### config.mk
export PLATFORM = sky130hd
export DESIGN_NAME = node_addr_filter
export DESIGN_NICKNAME = d
export VERILOG_FILES = /design/src/rtl/nodeaddr_pkg.sv /design/src/rtl/node_cfg_regs.sv /design/src/rtl/node_pattern_cmp.sv /design/src/rtl/node_sel_reg.sv /design/src/rtl/node_addr_filter.sv
export SDC_FILE = /design/constraint.sdc
export NUM_CORES = 1
export LEC_CHECK = 0
export BUFFER_PORTS_ARGS = -buffer_cell sky130_fd_sc_hd__buf_2
export CAP_MARGIN = 5
export CORE_AREA = 8 8 51 53
export CTS_CLUSTER_SIZE = 30
export DETAILED_ROUTE_END_ITERATION = 8
export DIE_AREA = 0 0 59 61
export PLACE_DENSITY = 0.71
export SETUP_SLACK_MARGIN = 0.15
export SYNTH_ARGS = -nofsm -noshare
export SYNTH_HDL_FRONTEND = slang
export SYNTH_SLANG_ARGS = --single-unit
### constraint.sdc
create_clock -name clk -period 1.5 [get_ports clk]
set_input_delay 0.3 -clock clk [delete_from_list [all_inputs] [get_ports clk]]
set_output_delay 0.3 -clock clk [all_outputs]
set_load 0.1 [all_outputs]
### src/rtl/nodeaddr_pkg.sv
package nodeaddr_pkg;
  localparam int NA_W = 8;

  // One bit of the node-address compare: cared bits must equal.
  function automatic logic bit_given_ok(input logic b, input logic a, input logic m);
    return ~m | ~(b ^ a);
  endfunction

  // One bit of the broadcast compare: a 1 in the pattern needs a 1 in the byte.
  function automatic logic bit_bcast_ok(input logic b, input logic p);
    return ~p | b;
  endfunction
endpackage

### src/rtl/node_cfg_regs.sv
module node_cfg_regs #(
  parameter int W = nodeaddr_pkg::NA_W
) (
  input  logic         clk,
  input  logic         rst_n,
  input  logic         we_addr,
  input  logic         we_mask,
  input  logic [W-1:0] wdata,
  output logic [W-1:0] addr_q,
  output logic [W-1:0] mask_q
);
  always_ff @(posedge clk or negedge rst_n) begin
    if (!rst_n) begin
      addr_q <= '0;
      mask_q <= '0;
    end else begin
      if (we_addr) addr_q <= wdata;
      if (we_mask) mask_q <= wdata;
    end
  end
endmodule

### src/rtl/node_pattern_cmp.sv
module node_pattern_cmp #(
  parameter int W = nodeaddr_pkg::NA_W
) (
  input  logic [W-1:0] byte_i,
  input  logic [W-1:0] addr_i,
  input  logic [W-1:0] mask_i,
  output logic         given_hit,
  output logic         bcast_hit
);
  import nodeaddr_pkg::*;

  logic [W-1:0] bcast_pat;
  logic [W-1:0] given_ok;
  logic [W-1:0] bcast_ok;

  assign bcast_pat = addr_i | mask_i;

  for (genvar i = 0; i < W; i++) begin : g_bit
    assign given_ok[i] = bit_given_ok(byte_i[i], addr_i[i], mask_i[i]);
    assign bcast_ok[i] = bit_bcast_ok(byte_i[i], bcast_pat[i]);
  end

  assign given_hit = &given_ok;
  assign bcast_hit = &bcast_ok;
endmodule

### src/rtl/node_sel_reg.sv
module node_sel_reg (
  input  logic clk,
  input  logic rst_n,
  input  logic upd,
  input  logic hit,
  output logic sel_q
);
  always_ff @(posedge clk or negedge rst_n) begin
    if (!rst_n)   sel_q <= 1'b1;
    else if (upd) sel_q <= hit;
  end
endmodule

### src/rtl/node_addr_filter.sv
module node_addr_filter #(
  parameter int W = nodeaddr_pkg::NA_W
) (
  input  logic         clk,
  input  logic         rst_n,
  input  logic         cfg_we_addr,
  input  logic         cfg_we_mask,
  input  logic [W-1:0] cfg_wdata,
  input  logic         mp_en,
  input  logic         frm_done,
  input  logic         frm_bit9,
  input  logic [W-1:0] frm_byte,
  output logic         sel_o
);
  logic [W-1:0] addr_q;
  logic [W-1:0] mask_q;
  logic         given_hit;
  logic         bcast_hit;
  logic         hit_any;
  logic         upd_evt;
  logic         sel_q;

  node_cfg_regs #(.W(W)) u_regs (
    .clk     (clk),
    .rst_n   (rst_n),
    .we_addr (cfg_we_addr),
    .we_mask (cfg_we_mask),
    .wdata   (cfg_wdata),
    .addr_q  (addr_q),
    .mask_q  (mask_q)
  );

  node_pattern_cmp #(.W(W)) u_cmp (
    .byte_i    (frm_byte),
    .addr_i    (addr_q),
    .mask_i    (mask_q),
    .given_hit (given_hit),
    .bcast_hit (bcast_hit)
  );

  assign hit_any = given_hit | bcast_hit;
  assign upd_evt = frm_done & frm_bit9 & mp_en;

  node_sel_reg u_sel (
    .clk   (clk),
    .rst_n (rst_n),
    .upd   (upd_evt),
    .hit   (hit_any),
    .sel_q (sel_q)
  );

  assign sel_o = ~mp_en | sel_q;
endmodule

After elaboration in Yosys (flattened, before gate mapping)
Cells that the tools add are included.
- bitwise gates (word level): 54
- reductions and logical operators: 2
- mux-type cells: 0
- $mul: 0
- shifts and indexed selects: 0
- div/mod/pow operators: 0
- $add $sub $neg: 0
- equality and inequality tests: 0
- $lt $le $gt $ge: 0
- operators with widths (cell ; count):
    inverter 1 bit ; 25
    bitwise OR 1 bit ; 18
    AND reduction 8 bit ; 2
    bitwise OR 8 bit ; 1
    XOR 1 bit ; 8
    bitwise AND 1 bit ; 2
- input bits: 23
- memories: 0
- memory bits (read-only): 0
- RAM bits: 0
- word-level logic and storage cells: 59
- register bits after elaboration: 17
- latch bits: 0
- output and inout port bits: 1

Logic depth before layout (Yosys ltp)
Gate-level depths: netlist (run 1).
- depth in word-level cells: 5
- gate-level depth with buffers: 4
- mapped depth without buffers: 4

Modules after synthesis
A second synthesis (run 1) with hierarchy kept.
- cell total of the unflattened synthesis: 64
- area total of the unflattened synthesis: 899.6 µm²
- modules (own cells, without submodules) (module ; seq. area each (µm²) ; area an instance (µm²) ; cells each ; times used):
    node_cfg_regs ; 400.4 ; 663.1 ; 34 ; 1
    node_pattern_cmp ; 0.0 ; 176.4 ; 25 ; 1
    node_sel_reg ; 26.3 ; 41.3 ; 2 ; 1
    node_addr_filter ; 0.0 ; 18.8 ; 3 ; 1

Least setup slack after synthesis (run 1)
OpenSTA, ideal clock, no wires.
- path kind: reg-to-output
- start point: register u_sel.sel_q
- end point: output port sel_o
- path buffers: 0
- slack: -0.077 ns
- data arrival time: 1.277 ns
- cell stages (with the launch flop): 2
- cells stage by stage: dfstp_2 nand2b_1
- word-level cells in the longest chain between the ends: 1
- RTL lines (element ; RTL line ; text):
    start: declaration ; node_sel_reg.sv:6 ; output logic sel_q
    start signal: assignment ; node_sel_reg.sv:10 ; else if (upd) sel_q <= hit;
    bitwise OR 1 bit ; node_addr_filter.sv:52 ; assign sel_o = ~mp_en | sel_q;
    end: declaration ; node_addr_filter.sv:13 ; output logic sel_o
No other way between the ends.

Final worst setup path (run 1)
Ends and elaborated chain as after synthesis.

==> results.toml, run 1 <==
[clock_network]
clock-sinks = 17
numCtsBuffers = 3
cts_root_buf = "clkbuf_4"
htree_levels = 1
cts_tree = "built"
path_clk_slew_ns = 0.10
clkLatencyLatePin_ns = 0.28
cts_max_path_buffers = 2

[sta]
rsz0062_at_grt = "yes"
setup_viol = 0
slew_violations = 0
clock.fmax_mhz = 703.3
hold_violations = 0
period_needed_ns = 1.422
max_slew_margin_pct = 74.92
worst_pin_slew_ns = 0.3761
setup_tns_ns = 0
skew_ns = 0.003288
period_share_pct = 94.79

[global_route]
grt_antenna_before_repair = 0
grt_pass1_wl_mm = 2.856
overflow = 0
grt_max_degree = 18
first_global_vias = 646
grt_use_total_pct = 10.64

[setup_path]
r2r_cells = 4
ff2ff_setup_slack_ns = 0.32
endpoint_kind = "output pin"
path_max_fanout = 2
timing.rr.start = "u_regs.mask_q[0]"
required_ns = 1.20
cp_num_buf_inv = 1
crit_arrival_ns = 1.12
cp_top_family = "flip-flops"
crit_chain = "nand2b_4, buf_12"
start_kind = "register"
regToRegEndpoint = "u_sel.sel_q"
slowest_stage = "dfstp_2"
critical_path_class = "register to output pin"
crit_path_max_incr_delay_ns = 0.54

[pwr]
p_total_mw = 1.024
internal_power_mw = 0.7401
power.leakage_nw = 0.4724
clkPwrFrac_pct = 23.1
combPwrFrac_pct = 23.0
seq_power_share_pct = 53.9
p_sw_share_pct = 27.71
ir_drop_mv = 0.5915
power-per-cell-area_nw_per_um2 = 991.9
p_sw_mw = 0.2837

[layout]
area_growth_pct = 25.00
multiInputGateArea_um2 = 396.6
layout-drive-gt1-share_pct = 53.33
nNetsFinal = 114
nFillCells = 165
layout_commonest_cell = "buf_2"
diodes = 0
seqCellArea_um2 = 426.7
final_cell_mix = "buf_2 (22), mux2_2 (16), dfrtp_1 (16)"

[hold_path]
holdPathStages = 2
hp-class = "input pin to register"
hold_end = "u_regs.addr_q[0]"
worstHoldStart = "cfg_wdata[0]"

[yosys]
synth_cells = 63
ys_types = 16
yosysSeqAreaShare_pct = 51.67
avgSynthCellArea_um2 = 13.11
synth_warnings = 0
syn_area_um2 = 825.8
synth_fp_nets = 86
ys_ff_latch = 17

[placement]
gp_congestion = 0.7271
place_hpwl_mm = 1.354
io_buffers = 23

[routing]
wl_mm = 1.685
viasPerCell = 5.043
drcViolationCount = 0
vias = 590
firstDrtPassIters = 3
ant_nets = 0
drt-wirelength-per-cell_um = 14.40
drt_iter0_markers = 7

[die]
start_util_pct = 44.84
num_rows = 16
die_area_um2 = 3599
design.core.area_um2 = 1842
die_w_um = 59
die_h_um = 61
io_pins = 24

[run_status]
status = "finished, final reports clean"

[job]
drv_cap = 0
==> flip-flops by register name, summed over array words and instances, names as in the netlist <==
name / flops
u_regs.mask_q: 8
u_regs.addr_q: 8
u_sel.sel_q: 1
==> worst register-to-register path: stages, from the launching register on <==
cell and delay, ns:
dfrtp_1 0.41, o21bai_1 0.19, o2111ai_1 0.13, o31a_1 0.27, a2bb2oi_2 0.12
==> metal layers <==
layer / vias up / routed length [um] / GRT usage (%)
met5: - / 0 / 0
met4: 0 / 22 / 6.826
met3: 4 / 143 / 4.873
met2: 16 / 837 / 17.91
met1: 284 / 682 / 10.47
li1: 286 / - / -
==> metrics by stage <==
step                cell area (um2)  setup slack, ns  std cells  util (%)  hold WS [ns]
global route                   1032          0.03188        117     56.05        0.2405
global placement              982.2           0.3755        111     53.33        0.2396
detailed placement            982.2           0.3346        111     53.33        0.2397
floorplan                     828.3           0.2367         63         -      0.004409
CTS                            1032          0.06195        117     56.05        0.2469
finish                         1032          0.07815        117     56.05        0.2539
==> layout make-up <==
class	instances	area share, %
tap	27	3.273
timing repair buffer	25	14.30
multi-input combinational	44	38.42
clock buffer	3	2.182
clock inverter	1	0.4848
sequential	17	41.33
==> power groups by stage <==
stage / combinational, mW / clock [mW] / sequential [mW]
6_report: 0.235 / 0.237 / 0.552
5_1_grt: 0.259 / 0.272 / 0.558
4_1_cts: 0.238 / 0.247 / 0.552
3_5_place_dp: 0.223 / 0 / 0.562
3_3_place_gp: 0.216 / 0 / 0.560
2_1_floorplan: 0.146 / 0 / 0.551
==> logic make-up (layout without fill, tap and decap cells) <==
| group | count (synthesis) | in the layout | synth area share (%) |
|---|---|---|---|
| buf+inv | 2 | 29 | 1.212 |
| xor+xnor | 8 | 8 | 8.485 |
| mux | 16 | 16 | 21.82 |
| simple gates | 8 | 8 | 4.547 |
| compound gates | 12 | 12 | 12.27 |
| flops | 17 | 17 | 51.67 |
==> worst max-delay path by stage <==
stage	from	to	slack (ns)	cells past startpoint
after detailed placement	u_regs.mask_q[0]	u_sel.sel_q	0.33	4
final	u_sel.sel_q	sel_o	0.08	2
after global placement	frm_byte[6]	u_sel.sel_q	0.38	5
after floorplan	u_sel.sel_q	sel_o	0.24	1
after global routing	u_sel.sel_q	sel_o	0.03	2
after CTS	u_sel.sel_q	sel_o	0.06	2
==> cell usage after synthesis, drive strengths merged <==
library cell  instances  area, um2
a22oi                 4      30.03
a2bb2oi               1      15.01
and3                  1      6.260
buf                   2      10.01
dfrtp                16      400.4
dfstp                 1      26.28
mux2                 16      180.2
nand2b                1      6.260
nand4                 1      6.260
nor2                  5      18.77
o2111ai               1      8.760
o21bai                3      26.27
o22ai                 2      12.51
o31a                  1      8.760
xor2                  8      70.07
==> repair_timing <==
item,in CTS,in global routing
hold buffers,1,0
buffers inserted,1,0
resized for setup,1,0
hold endpoints to repair,16,0
endpoints found under the setup margin,1,1
Note: power is estimated with default switching activity, not from simulation.
==> inputs of run 2 (changes only) <==
--- a/config.mk
+++ b/config.mk
@@ -5,13 +5,14 @@
 export SDC_FILE = /design/constraint.sdc
 export NUM_CORES = 1
 export LEC_CHECK = 0
+export ABC_CLOCK_PERIOD_IN_PS = 1280
 export BUFFER_PORTS_ARGS = -buffer_cell sky130_fd_sc_hd__buf_2
 export CAP_MARGIN = 5
-export CORE_AREA = 8 8 51 53
+export CORE_AREA = 8 8 60 49
 export CTS_CLUSTER_SIZE = 30
 export DETAILED_ROUTE_END_ITERATION = 8
-export DIE_AREA = 0 0 59 61
-export PLACE_DENSITY = 0.71
+export DIE_AREA = 0 0 68 57
+export PLACE_DENSITY = 0.68
 export SETUP_SLACK_MARGIN = 0.15
 export SYNTH_ARGS = -nofsm -noshare
 export SYNTH_HDL_FRONTEND = slang
==> constraint.sdc (replaced) <==
create_clock -name clk -period 1.28 [get_ports clk]
set_input_delay 0.256 -clock clk [delete_from_list [all_inputs] [get_ports clk]]
set_output_delay 0.256 -clock clk [all_outputs]
set_load 0.1 [all_outputs]
==> results.toml, run 2 (same netlist as run 1, synthesis figures left out) <==
[run_status]
status = "complete, but fails checks"
violations = "setup timing"

[clock_network]
numCtsBuffers = 3
clkLatencyLatePin_ns = 0.28
cts_tree = "built"
cts_root_buf = "clkbuf_4"
path_clk_slew_ns = 0.09
clock-sinks = 17
htree_levels = 1
cts_max_path_buffers = 2

[die]
io_pins = 24
die_h_um = 57
die_w_um = 68
design.core.area_um2 = 2102
num_rows = 15
die_area_um2 = 3876
start_util_pct = 39.29

[routing]
wl_met1_um = 789
ant_nets = 0
firstDrtPassIters = 4
wl_mm = 1.752
wl_met2_um = 775
highest_layer = "met4"
wl_met3_um = 174
viasPerCell = 5.095
drcViolationCount = 0
vias = 591
drt-wirelength-per-cell_um = 15.10
drt_iter0_markers = 10

[layout]
area_growth_pct = 25.45
diodes = 0
nNetsFinal = 115
fin_util_pct = 49.29
stdcell_count = 116
layout_commonest_cell = "buf_2"
top_regs = "u_regs.addr_q (8), u_regs.mask_q (8), u_sel.sel_q (1)"
layout-drive-gt1-share_pct = 52.75
final_cell_mix = "buf_2 (22), mux2_2 (16), dfrtp_1 (16)"
nFillCells = 214

[sta]
max_slew_margin_pct = 75.22
period_share_pct = 107.1
skew_ns = 0.004831
rsz0062_at_grt = "yes"
clock.fmax_mhz = 729.4
hold_violations = 0
worst_pin_slew_ns = 0.3717
setup_viol = 1
slew_violations = 0
fin_ws_ns = -0.09108
period_needed_ns = 1.371

[pwr]
power.leakage_nw = 0.4745
ir_drop_mv = 0.7182
power-per-cell-area_nw_per_um2 = 1158

[job]
drv_cap = 0

[placement]
dp_cells = 109
io_buffers = 23
gp_congestion = 0.7964
place_hpwl_mm = 1.405

[global_route]
grt_pass1_wl_mm = 2.877
grt_use_total_pct = 9.695
overflow = 0
first_global_vias = 636
grt_max_degree = 18
grt_antenna_before_repair = 0

[setup_path]
crit_arrival_ns = 1.12
endpoint_kind = "output pin"
path_max_fanout = 2
required_ns = 1.02
start_kind = "register"
critical_path_class = "register to output pin"

[hold_path]
hp-class = "input pin to register"
==> run 2: cell count changes in the layout (fill, tap and decap cells not counted) <==
cell      previous run  this run
clkinv_2             1         0
clkbuf_1             0         1
buf_4                1         2
==> run 2: layout make-up <==
type / count / area [um2] / area share [%]
multi-input cells: 44 / 396.6 / 38.29
clock buffers: 4 / 26.28 / 2.536
well taps: 25 / 31.28 / 3.019
repair buffers: 26 / 155.1 / 14.98
flip-flops and latches: 17 / 426.7 / 41.18
==> run 2: worst max-delay path: stages (launching register included) <==
cell	delay (ns)
dfstp_2	0.54
nand2b_4	0.13
buf_12	0.17
==> run 2: layer usage <==
| layer | GRT usage [%] | vias up |
|---|---|---|
| li1 | - | 290 |
| met1 | 12.92 | 280 |
| met2 | 13.37 | 19 |
| met3 | 4.883 | 2 |
| met4 | 2.624 | 0 |
| met5 | 0 | - |
==> run 2: stage by stage <==
step           TNS [ns]  worst slack [ns]  power, mW  cell area, um2  hold WS [ns]
2_1_floorplan         0            0.2092     0.8221           833.3      -0.03959
3_3_place_gp          0            0.1673     0.9175           984.7        0.1955
3_5_place_dp          0            0.1226     0.9254           984.7        0.1905
4_1_cts         -0.1055           -0.1055      1.209            1028        0.2032
5_1_grt         -0.1313           -0.1313      1.274            1036        0.1995
6_report       -0.09108          -0.09108      1.199            1036        0.2108
==> run 2: final timing paths <==
check	start	to	slack [ns]	cells after the start
worst min-delay path	cfg_wdata[6]	u_regs.mask_q[6]	0.21	2
max in group asynchronous	rst_n	u_sel.sel_q	0.56	2
worst min register to register	u_regs.mask_q[5]	u_regs.mask_q[5]	0.54	1
worst max register to register	u_regs.addr_q[1]	u_sel.sel_q	0.12	4
min in group asynchronous	rst_n	u_regs.mask_q[4]	0.41	2
worst max-delay path	u_sel.sel_q	sel_o	-0.09	2
==> run 2: what timing repair did <==
| item | 4_1_cts | 5_1_grt |
|---|---|---|
| endpoints found under the setup margin | 2 | 2 |
| buffers inserted | 1 | 1 |
| pin swaps | 2 | 1 |
| gates resized for setup | 0 | 0 |
| hold buffers | 1 | 0 |
| endpoints found under the hold margin | 16 | 0 |
==> run 2: power by group <==
part | internal [mW] | switching [mW]
combinational | 0.156 | 0.125
clock | 0.121 | 0.151
sequential | 0.599 | 0.0473
total | 0.876 | 0.323
==> inputs of run 3 (changes only) <==
--- a/config.mk
+++ b/config.mk
@@ -5,14 +5,15 @@
 export SDC_FILE = /design/constraint.sdc
 export NUM_CORES = 1
 export LEC_CHECK = 0
+export ABC_AREA = 1
 export ABC_CLOCK_PERIOD_IN_PS = 1280
 export BUFFER_PORTS_ARGS = -buffer_cell sky130_fd_sc_hd__buf_2
 export CAP_MARGIN = 5
-export CORE_AREA = 8 8 60 49
+export CORE_AREA = 8 8 61 50
 export CTS_CLUSTER_SIZE = 30
 export DETAILED_ROUTE_END_ITERATION = 8
-export DIE_AREA = 0 0 68 57
-export PLACE_DENSITY = 0.68
+export DIE_AREA = 0 0 69 58
+export PLACE_DENSITY = 0.69
 export SETUP_SLACK_MARGIN = 0.15
 export SYNTH_ARGS = -nofsm -noshare
 export SYNTH_HDL_FRONTEND = slang
==> results.toml, run 3 <==
[clock_network]
postCtsSetupBuffers = 0
cts_max_path_buffers = 2
cts_tree = "built"
htree_levels = 1
numCtsBuffers = 3
path_clk_slew_ns = 0.10
cts_root_buf = "clkbuf_4"
clkLatencyLatePin_ns = 0.29
clock-sinks = 17

[routing]
vias = 772
firstDrtPassIters = 4
drcViolationCount = 0
wl_mm = 1.904
viasPerCell = 4.707
ant_nets = 0
drt-wirelength-per-cell_um = 11.61
drt_iter0_markers = 30

[pwr]
power-per-cell-area_nw_per_um2 = 1087
ir_drop_mv = 0.7337
power.leakage_nw = 0.5865
p_total_mw = 1.179

[setup_path]
path_max_fanout = 2
crit_arrival_ns = 1.10
required_ns = 1.02
critical_path_class = "register to output pin"
endpoint_kind = "output pin"
start_kind = "register"
r2r_cells = 9

[global_route]
grt_max_degree = 18
use_met2_pct = 16.01
overflow = 0
grt_antenna_before_repair = 0
first_global_vias = 771
use_met3_pct = 4.940
top_usage_layer = "met2"
grt_pass1_wl_mm = 3.318
met1_usage_pct = 12.05
grt_use_total_pct = 10.14

[layout]
layout-drive-gt1-share_pct = 26.62
fin_area_um2 = 1085
nFillCells = 225
top_regs = "u_regs.addr_q (8), u_regs.mask_q (8), u_sel.sel_q (1)"
nNetsFinal = 163
layout_commonest_cell = "nand2_1"
diodes = 0
area_growth_pct = 22.11
fin_util_pct = 50.70
final_cell_mix = "nand2_1 (38), buf_2 (22), dfrtp_1 (16)"

[die]
io_pins = 24
die_w_um = 69
design.core.area_um2 = 2140
start_util_pct = 41.52
die_area_um2 = 4002
die_h_um = 58
num_rows = 15

[yosys]
synth-edff-count = 0
syn_area_um2 = 888.4
yosysSeqAreaShare_pct = 48.03
synth_cells = 113
synth_fp_nets = 136
async_reset_ff_share_pct = 100.0
avgSynthCellArea_um2 = 7.862
ys_types = 13
synth_top_area_cell = "dfrtp_1"
synth_top_cell_area_share_pct = 45.07
synth_warnings = 0
synth-main-ff-cell = "dfrtp_1"
ys_top_cells_by_count = "nand2_1 (39), inv_1 (17), dfrtp_1 (16)"
ys_ff_latch = 17
ys_top_cells_by_area = "dfrtp_1 (45%), nand2_1 (16%), mux2_1 (10%), inv_1 (7.2%), o21ai_0 (5.6%)"
yosysMostFrequentCell = "nand2_1"

[hold_path]
hp-class = "input pin to register"
holdPathStages = 3

[sta]
hold_violations = 0
setup_tns_ns = -0.07680
fin_ws_ns = -0.07680
slew_violations = 0
worst_pin_slew_ns = 0.3886
period_needed_ns = 1.357
period_share_pct = 106.0
skew_ns = 0.001015
rsz0062_at_grt = "yes"
max_slew_margin_pct = 74.09
clock.fmax_mhz = 737.0
setup_viol = 1

[placement]
io_buffers = 23
dpl_cell_area_um2 = 1047
gp_congestion = 0.7546
place_hpwl_mm = 1.555

[job]
drv_cap = 0

[run_status]
status = "complete, but fails checks"
violations = "setup timing"
run 3: worst paths after layout:
kind,start,slack [ns],to
worst max-delay path,u_sel.sel_q,-0.08,sel_o
worst min-delay path,cfg_wdata[1],0.18,u_regs.addr_q[1]
worst max register to register,u_regs.addr_q[0],0.25,u_sel.sel_q
worst min register to register,u_sel.sel_q,0.50,u_sel.sel_q
max in group asynchronous,rst_n,0.55,u_sel.sel_q
min in group asynchronous,rst_n,0.41,u_regs.addr_q[7]
run 3: area by class of cell:
cell class | instances | area (um2) | share of cell area (%)
clock inverter | 1 | 5.005 | 0.4614
clock buffer | 3 | 22.52 | 2.076
timing repair buffer | 24 | 140.1 | 12.92
sequential | 17 | 426.7 | 39.33
tap | 25 | 31.28 | 2.884
inverter | 18 | 67.56 | 6.228
multi-input combinational | 76 | 391.6 | 36.10
run 3: logic make-up after synthesis:
group                  after synthesis  share of synthesized area (%)
AOI/OAI and AO/OA                   16                          9.014
buffers and inverters               20                          8.732
DFF                                 17                          48.03
muxes                                8                          10.14
and+or+nand+nor                     52                          24.09
run 3: layer usage:
layer | vias to the layer above | wire [um]
met1 | 341 | 888
met3 | 2 | 146
met2 | 23 | 857
li1 | 406 | -
met5 | - | 0
met4 | 0 | 12
run 3: per-stage QoR:
stage	setup WS, ns	cells	hold WS (ns)
after floorplan	0.2334	113	-0.03959
after global placement	0.2428	159	0.2013
after detailed placement	0.2231	159	0.1995
after CTS	-0.09079	164	0.1725
after global routing	-0.1187	164	0.1805
final	-0.07680	164	0.1771
run 3: critical path, stage by stage, from the launching register on:
cell and delay [ns]:
dfstp_2 0.55, inv_2 0.04, nand2_4 0.05, buf_12 0.16
run 3: what timing repair did:
item,CTS,global route
endpoints found under the hold margin,16,0
pin swaps,0,3
endpoints found under the setup margin,1,2
gates resized for setup,1,6
hold buffers,1,0
run 3: where the power goes:
| part | internal, mW | leakage, nW | total (mW) | switching (mW) |
|---|---|---|---|---|
| combinational | 0.110 | 0.368 | 0.256 | 0.146 |
| sequential | 0.593 | 0.201 | 0.636 | 0.0426 |
| clock | 0.116 | 0.0177 | 0.287 | 0.171 |
